`src/rtl/qdec_pkg.sv`:
```
package qdec_pkg;
    typedef enum logic [1:0] {
        PH_00 = 2'b00,
        PH_01 = 2'b01,
        PH_11 = 2'b11,
        PH_10 = 2'b10
    } phase_st_t;

    typedef enum logic {
        ENC_PHASE   = 1'b0,
        ENC_CNT_DIR = 1'b1
    } enc_mode_t;
endpackage

```
`src/rtl/qdec_sync.sv`:
```
module qdec_sync #(
    parameter int WIDTH  = 2,
    parameter int STAGES = 2
) (
    input  logic             clk,
    input  logic             rst_n,
    input  logic [WIDTH-1:0] din,
    output logic [WIDTH-1:0] dout
);
    generate
        for (genvar i = 0; i < WIDTH; i++) begin : g_bit
            logic [STAGES-1:0] chain;
            always_ff @(posedge clk or negedge rst_n) begin
                if (!rst_n) chain <= '0;
                else        chain <= {chain[STAGES-2:0], din[i]};
            end
            assign dout[i] = chain[STAGES-1];
        end
    endgenerate
endmodule

```
`src/rtl/qdec_step_fsm.sv`:
```
module qdec_step_fsm
    import qdec_pkg::*;
(
    input  logic clk,
    input  logic rst_n,
    input  logic enable,
    input  logic mode,
    input  logic ph_a,
    input  logic ph_b,
    output logic step_up,
    output logic step_dn
);
    phase_st_t cur_st;
    phase_st_t nxt_st;
    logic      up_raw;
    logic      dn_raw;

    assign nxt_st = phase_st_t'({ph_a, ph_b});

    // State register: always tracks the synchronized input pair
    always_ff @(posedge clk or negedge rst_n) begin
        if (!rst_n) cur_st <= PH_00;
        else        cur_st <= nxt_st;
    end

    // Output process: classify the transition cur_st -> nxt_st
    always_comb begin
        up_raw = 1'b0;
        dn_raw = 1'b0;
        if (enc_mode_t'(mode) == ENC_CNT_DIR) begin
            if (!cur_st[1] && ph_a) begin
                up_raw = ph_b;
                dn_raw = !ph_b;
            end
        end else begin
            unique case (cur_st)
                PH_00: begin
                    up_raw = (nxt_st == PH_01);
                    dn_raw = (nxt_st == PH_10);
                end
                PH_01: begin
                    up_raw = (nxt_st == PH_11);
                    dn_raw = (nxt_st == PH_00);
                end
                PH_11: begin
                    up_raw = (nxt_st == PH_10);
                    dn_raw = (nxt_st == PH_01);
                end
                PH_10: begin
                    up_raw = (nxt_st == PH_00);
                    dn_raw = (nxt_st == PH_11);
                end
                default: begin
                    up_raw = 1'b0;
                    dn_raw = 1'b0;
                end
            endcase
        end
    end

    assign step_up = enable && up_raw;
    assign step_dn = enable && dn_raw;
endmodule

```
`src/rtl/qdec_wrap_counter.sv`:
```
module qdec_wrap_counter #(
    parameter int CNT_W = 16
) (
    input  logic             clk,
    input  logic             rst_n,
    input  logic             step_up,
    input  logic             step_dn,
    input  logic [CNT_W-1:0] modulo,
    input  logic             ovf_clear,
    output logic [CNT_W-1:0] count,
    output logic             dir_up,
    output logic             ovf_flag,
    output logic             ovf_at_top
);
    logic wrap_top;
    logic wrap_bot;

    assign wrap_top = step_up && (count >= modulo);
    assign wrap_bot = step_dn && (count == '0);

    always_ff @(posedge clk or negedge rst_n) begin
        if (!rst_n) begin
            count      <= '0;
            dir_up     <= 1'b1;
            ovf_flag   <= 1'b0;
            ovf_at_top <= 1'b0;
        end else begin
            if (step_up) begin
                dir_up <= 1'b1;
                count  <= wrap_top ? '0 : count + 1'b1;
            end else if (step_dn) begin
                dir_up <= 1'b0;
                count  <= wrap_bot ? modulo : count - 1'b1;
            end
            if (wrap_top || wrap_bot) begin
                ovf_flag   <= 1'b1;
                ovf_at_top <= wrap_top;
            end else if (ovf_clear) begin
                ovf_flag <= 1'b0;
            end
        end
    end
endmodule

```
`src/rtl/qdec_position_counter.sv`:
```
module qdec_position_counter #(
    parameter int CNT_W = 16
) (
    input  logic             clk,
    input  logic             rst_n,
    input  logic             enable,
    input  logic             mode,
    input  logic [CNT_W-1:0] modulo,
    input  logic             phase_a,
    input  logic             phase_b,
    input  logic             ovf_clear,
    output logic [CNT_W-1:0] count,
    output logic             dir_up,
    output logic             ovf_flag,
    output logic             ovf_at_top
);
    localparam int PH_W = 2;

    logic [PH_W-1:0] ph_sync;
    logic            step_up;
    logic            step_dn;

    qdec_sync #(.WIDTH(PH_W), .STAGES(2)) u_sync (
        .clk  (clk),
        .rst_n(rst_n),
        .din  ({phase_a, phase_b}),
        .dout (ph_sync)
    );

    qdec_step_fsm u_fsm (
        .clk    (clk),
        .rst_n  (rst_n),
        .enable (enable),
        .mode   (mode),
        .ph_a   (ph_sync[1]),
        .ph_b   (ph_sync[0]),
        .step_up(step_up),
        .step_dn(step_dn)
    );

    qdec_wrap_counter #(.CNT_W(CNT_W)) u_cnt (
        .clk       (clk),
        .rst_n     (rst_n),
        .step_up   (step_up),
        .step_dn   (step_dn),
        .modulo    (modulo),
        .ovf_clear (ovf_clear),
        .count     (count),
        .dir_up    (dir_up),
        .ovf_flag  (ovf_flag),
        .ovf_at_top(ovf_at_top)
    );
endmodule

```
`config.mk`:
```
export PLATFORM = sky130hd
export DESIGN_NAME = qdec_position_counter
export DESIGN_NICKNAME = d
export VERILOG_FILES = /design/src/rtl/qdec_pkg.sv /design/src/rtl/qdec_sync.sv /design/src/rtl/qdec_step_fsm.sv /design/src/rtl/qdec_wrap_counter.sv /design/src/rtl/qdec_position_counter.sv
export SDC_FILE = /design/constraint.sdc
export NUM_CORES = 1
export LEC_CHECK = 0
export ABC_CLOCK_PERIOD_IN_PS = 2400
export BUFFER_PORTS_ARGS = -buffer_cell sky130_fd_sc_hd__buf_2
export CAP_MARGIN = 20
export CORE_MARGIN = 2
export CORE_UTILIZATION = 51
export CTS_CLUSTER_SIZE = 25
export DETAILED_ROUTE_END_ITERATION = 6
export MAX_ROUTING_LAYER = met4
export PLACE_DENSITY = 0.77
export SETUP_SLACK_MARGIN = 0.05
export SYNTH_ARGS = -nofsm -noshare
export SYNTH_HDL_FRONTEND = slang
export SYNTH_HIERARCHICAL = 1
export SYNTH_SLANG_ARGS = --single-unit
```
`constraint.sdc`:
```
create_clock -name clk -period 2.4 [get_ports clk]
set_input_delay 0.6 -clock clk [delete_from_list [all_inputs] [get_ports clk]]
set_output_delay 0.6 -clock clk [all_outputs]
set_load 0.1 [all_outputs]
```
After elaboration in Yosys (flattened, before gate mapping):

Index checks and enable logic that the tools add are counted.

* $add $sub $neg: 2
* order comparisons: 1
* eq/ne operators: 6
* muxes and demuxes: 14
* reductions and logical operators: 13

Operators with widths (count)
* 16-bit two-way mux: 4
* 16-bit by 1-bit adder with 16-bit output (second input constant): 1
* 16-bit greater-or-equal comparator: 1
* 16-bit logical NOT: 1
* 16-bit by 1-bit subtractor with 16-bit output (second input constant): 1
* 2-bit == test (second input constant): 4
* 1-bit two-way mux: 8
* 1-bit one-hot mux with 4 select lines: 2
* 1-bit logical AND: 5
* 2-bit by 1-bit == test with 1-bit output (second input constant): 2
* 2-bit logical NOT: 2
* 2-bit nonzero test: 2
* 1-bit logical NOT: 2
* 1-bit logical OR: 1

* flip-flop bits (word level): 25
* word-level logic and storage cells: 43

Longest topological paths before layout:

* word-level depth: 9
* gate-level depth with buffers: 12
* gate-level depth less buffers: 9

By module:

The synthesis kept the hierarchy.

Modules (own cells, without submodules)
* qdec_wrap_counter: instances 1, cells an instance 263, area an instance 2088.3 µm², seq. area each 476.7 µm²
* qdec_step_fsm: instances 1, cells an instance 16, area an instance 143.9 µm², seq. area each 50.0 µm²
* qdec_sync: instances 1, cells an instance 6, area an instance 115.1 µm², seq. area each 100.1 µm²

Worst setup path before layout:

Ideal clock, no wire load.

* path type: reg-to-reg
* start point: reg u_cnt.count[0]
* end point: reg u_cnt.count[11]
* data arrival time: 2.952 ns
* required time: 2.316 ns
* setup slack: -0.636 ns
* stages on the path, launching flop included: 10
* path buffers: 1
* period minus slack after synthesis: 3.036 ns
* cells stage by stage: dfrtp_1 -> inv_1 -> ha_1 -> a31oi_1 -> nor2b_1 -> o311ai_0 -> nand3_1 -> or2_2 -> clkbuf_1 -> o22ai_1

* cells in the longest elaborated chain, start to end: 5
* elaborated cells between the ends (all ways): 10

Ends and longest elaborated chain
* from (decl): RTL line qdec_wrap_counter.sv:10 `output logic [CNT_W-1:0] count,`
* from (signal assigned): RTL line qdec_wrap_counter.sv:30 `count <= wrap_top ? '0 : count + 1'b1;`
* from (signal assigned): RTL line qdec_wrap_counter.sv:33 `count <= wrap_bot ? modulo : count - 1'b1;`
* branches (longest 4 deep; another with 16-bit by 1-bit subtractor with 16-bit output)
* 16-bit two-way mux *: RTL line qdec_wrap_counter.sv:28 `if (step_up) begin`

Mark *: on every way between the ends. The select of a mux whose other input is x is not followed.
A chain may end at the register's enable or synchronous reset.

Final worst setup path:

* start point: in mode
* end point: reg u_cnt.count[12]

* cells in the longest elaborated chain, start to end: 6
* elaborated cells between the ends (all ways): 11

Ends and longest elaborated chain
* from (decl): RTL line qdec_position_counter.sv:7 `input logic mode,`
* 1-bit two-way mux *: RTL line qdec_step_fsm.sv:30 `if (enc_mode_t'(mode) == ENC_CNT_DIR) begin`
* 1-bit logical AND *: RTL line qdec_step_fsm.sv:62 `assign step_dn = enable && dn_raw;`
* named net step_dn: RTL line qdec_position_counter.sv:21 `logic step_dn;`
* 1-bit logical AND: RTL line qdec_wrap_counter.sv:19 `assign wrap_bot = step_dn && (count == '0);`
* 16-bit two-way mux: RTL line qdec_wrap_counter.sv:33
* 16-bit two-way mux: RTL line qdec_wrap_counter.sv:31 `end else if (step_dn) begin`
* 16-bit two-way mux: RTL line qdec_wrap_counter.sv:28

Mark *: on every way through the listed nets, which the timed path passes. The rest lies on a longest branch. The select of a mux whose other input is x is not followed.

==> results.md <==
* Synth Net Count at 327
* Final Core Density at 0.712
* Detail Route Antenna Nets at 0
* TritonCTS Buffers at 3
* Setup slack after layout at -0.110 ns
* Final WL at 7220 um
* CTS tree: built
* Vias at 2539
* Critical path peak fanout at 5
* Post-Syn Instances at 285
* Final-layout fill cell count at 346
* Ant. Diodes at 0
* Clock transition at path regs at 0.10 ns
* Fin crit share at 1.05
* Drt drc at 0
* Num Clock Sinks at 25
* Worst reg2reg endpoint: u_cnt/count[12]
* DIE WIDTH at 71.8 um
* Cell class contributing the biggest share of worst-path delay: simple AND/OR/NAND/NOR gates
* Final TNS setup at -0.530 ns
* # hold bufs at CTS at 0
* Routed vias/inst at 6.07
* Initial antenna violation count at 0
* GRT Total Usage at 0.286
* Seq cells post-synth at 25
* Vias in the first global route at 2381
* Grt ovf at 0
* Worst path required time at 2.58 ns
* Detailed Routing Iterations Pass 1 at 5
* Post-Syn Area per Cell at 8.24 sq um
* Min Tclk post-route at 2.51 ns
* CP Cell Sequence: buf_4 > nor4bb_2 > nand2_1 > o311ai_4 > and4bb_2 > nand2_2 > or4_4 > o211ai_2 > a21oi_1 > o22a_1
* Min Hold Slack at 0.314 ns
* Proportion of layout cells with a drive suffix above 1 at 0.404
* Post-synth ARST share at 1.00
* Fmax at 398 MHz
* Seq. cell area at 667 sq um
* Worst reg-to-reg path cell count at 9
* Slowest stage delay, CP at 0.57 ns
* Worst reg2reg setup slack at -0.11 ns
* Crit Path Category: input port to flip-flop
* Design area at 3120 sq um
* Worst reg2reg startpoint: u_sync/g_bit[1].chain[1]
* IO Pins at 42
* Worst-Skew Late Latency at 0.28 ns
* Largest net degree at the start of global routing at 26
* Avg WL per Cell at 17.3 um
* Final Max Slew Viols at 0
* Crit path DAT at 2.69 ns
* Tightest Pin Transition at 0.599 ns
* Clk_skew at 0.00543 ns
* RSZ-0062 raised after global routing: yes
* Die Area at 5160 sq um
* Ys flop type: dfrtp_1
* CP max stage cell: or4_4
* Final cell count without fillers at 418
* Die extent in y at 71.8 um
* Initial Utilization at 0.535
* CP bufs+invs at 1
* H-tree depth at 1
* Status: finished with violations
* # rows at 24
* Fin nets at 409
* Longest Clk Path Bufs at 2
* Synth-to-layout area growth at 32.9%
* DRT iter0 DRCs at 255
* Max_slew headroom at 0.601
* Count of input and output buffers at 41
* Setup-failing EPs final at 8
* Core box area at 4380 sq um
* Synth cell types at 66
* Final GP Congestion at 1.01
* Peak VDD IR at 0.612 mV
* Dpl cell area at 2940 sq um
* Endpoints failing hold at 0
* Multi-input gate area at 1630 sq um
* Post-synth EDFFs at 0
* Failing checks: negative setup slack
* Dpl cells at 408
* Root buf cell: clkbuf_8
* Worst hold path class: input port to asynchronous set/reset pin
* Leakage at 1.44 nW
* Dpl hpwl at 5110 um
* Max-cap violations at 0
* Syn. warnings at 6
* PwrDens at 1100 nW/um^2
* First-pass GRT wire length at 11200 um
* Crit end category: flip-flop
* Mapped cell area at 2350 sq um
* CP startpoint kind: input port
* Sequential fraction of the synthesis area at 0.267
==> cell usage after synthesis (all sizes together) (2+ instances only) <==
library cell / n / area share
a211oi: 2 / 0.0064
a21oi: 17 / 0.038
a221oi: 2 / 0.0075
a22oi: 4 / 0.015
a311oi: 2 / 0.0075
a31oi: 2 / 0.0053
a32oi: 3 / 0.011
and3: 5 / 0.014
and4: 2 / 0.0075
buf: 11 / 0.036
clkbuf: 7 / 0.011
dfrtp: 24 / 0.26
ha: 19 / 0.10
inv: 28 / 0.045
mux2: 2 / 0.0096
mux2i: 3 / 0.013
nand2: 21 / 0.037
nand3: 10 / 0.021
nand3b: 2 / 0.0080
nand4: 6 / 0.016
nor2: 29 / 0.046
nor2b: 2 / 0.0053
nor3: 8 / 0.017
nor4: 6 / 0.041
o211ai: 2 / 0.0085
o21ai: 15 / 0.032
o22ai: 13 / 0.035
o311ai: 2 / 0.0075
or4: 3 / 0.013
xnor2: 6 / 0.022
xor2: 6 / 0.022
==> metal layers <==
layer / vias to the layer above / track usage / wire [um] / share of wire
met3: 14 / 0.0380 / 653 / 0.091
met5: - / - / 0 / 0
met1: 1177 / 0.379 / 3010 / 0.42
met4: 0 / 0.0776 / 116 / 0.016
met2: 143 / 0.463 / 3430 / 0.48
li1: 1205 / - / - / -
==> how the worst max path moves through the flow <==
stage | depth (start not counted) | endpoint | start
floorplan | 11 | u_cnt/count[7] | mode
global placement | 9 | u_cnt/count[8] | modulo[1]
detailed placement | 10 | u_cnt/count[12] | mode
CTS | 9 | u_cnt/count[12] | u_sync/g_bit[1].chain[1]
global route | 10 | u_cnt/count[8] | u_sync/g_bit[1].chain[1]
finish | 10 | u_cnt/count[12] | mode
==> registers in the layout (all words and copies together), names as in the netlist <==
name,cells
u_cnt/count,16
u_cnt/dir_up,1
u_cnt/ovf_at_top,1
u_cnt/ovf_flag,1
u_fsm/cur_st,2
u_sync/g_bit.chain,4
==> cell type report <==
class | count | share of cell area
Timing Repair Buffer | 93 | 0.192
Clock buffer | 3 | 0.0132
Clock inverter | 1 | 0.00241
Tap cell | 52 | 0.0209
Sequential cell | 25 | 0.214
Multi-Input combinational cell | 216 | 0.524
Inverter | 28 | 0.0345
==> repair_timing <==
action | 4_1_cts | 5_1_grt
buffers inserted | 2 | 2
gates cloned | 0 | 2
resized for setup | 2 | 16
endpoints found under the setup margin | 9 | 16
pin swaps | 0 | 14
==> per-stage QoR <==
stage / total power [mW] / worst slack, ns
floorplan: 2.48 / -0.200
global placement: 3.00 / -0.218
detailed placement: 3.04 / -0.261
CTS: 3.33 / 0.0233
global route: 3.63 / -0.172
finish: 3.42 / -0.110
==> cell families after synthesis <==
group,synth area share
flip-flops,0.267
multiplexers,0.0224
buffers and inverters,0.0917
adder cells (fa/ha/maj),0.101
AO/OA/AOI/OAI,0.218
XOR/XNOR,0.0448
AND/OR/NAND/NOR,0.255
==> power breakdown <==
part,internal [mW],switching (mW),total (mW),leakage [nW]
sequential,0.577,0.166,0.743,0.293
combinational,0.740,1.66,2.40,1.13
clock,0.118,0.156,0.274,0.0217
==> cell usage in the layout, fill, tap and decap left out, types with 6 or more instances in the layout <==
master   Yosys  layout
a21oi_1     16      14
buf_2        4      40
buf_4        2      53
dfrtp_1     24       8
dfrtp_2      0       8
dfrtp_4      0       8
ha_1        19      18
inv_1       28      27
nand2_1     20      19
nand3_1     10       9
nand4_1      6       6
nor2_1      29      29
nor3_1       8       8
o21ai_0     14      13
o22ai_1     13      12
xnor2_1      6       6
xor2_1       6       6
(Power assumes the default switching activity.)
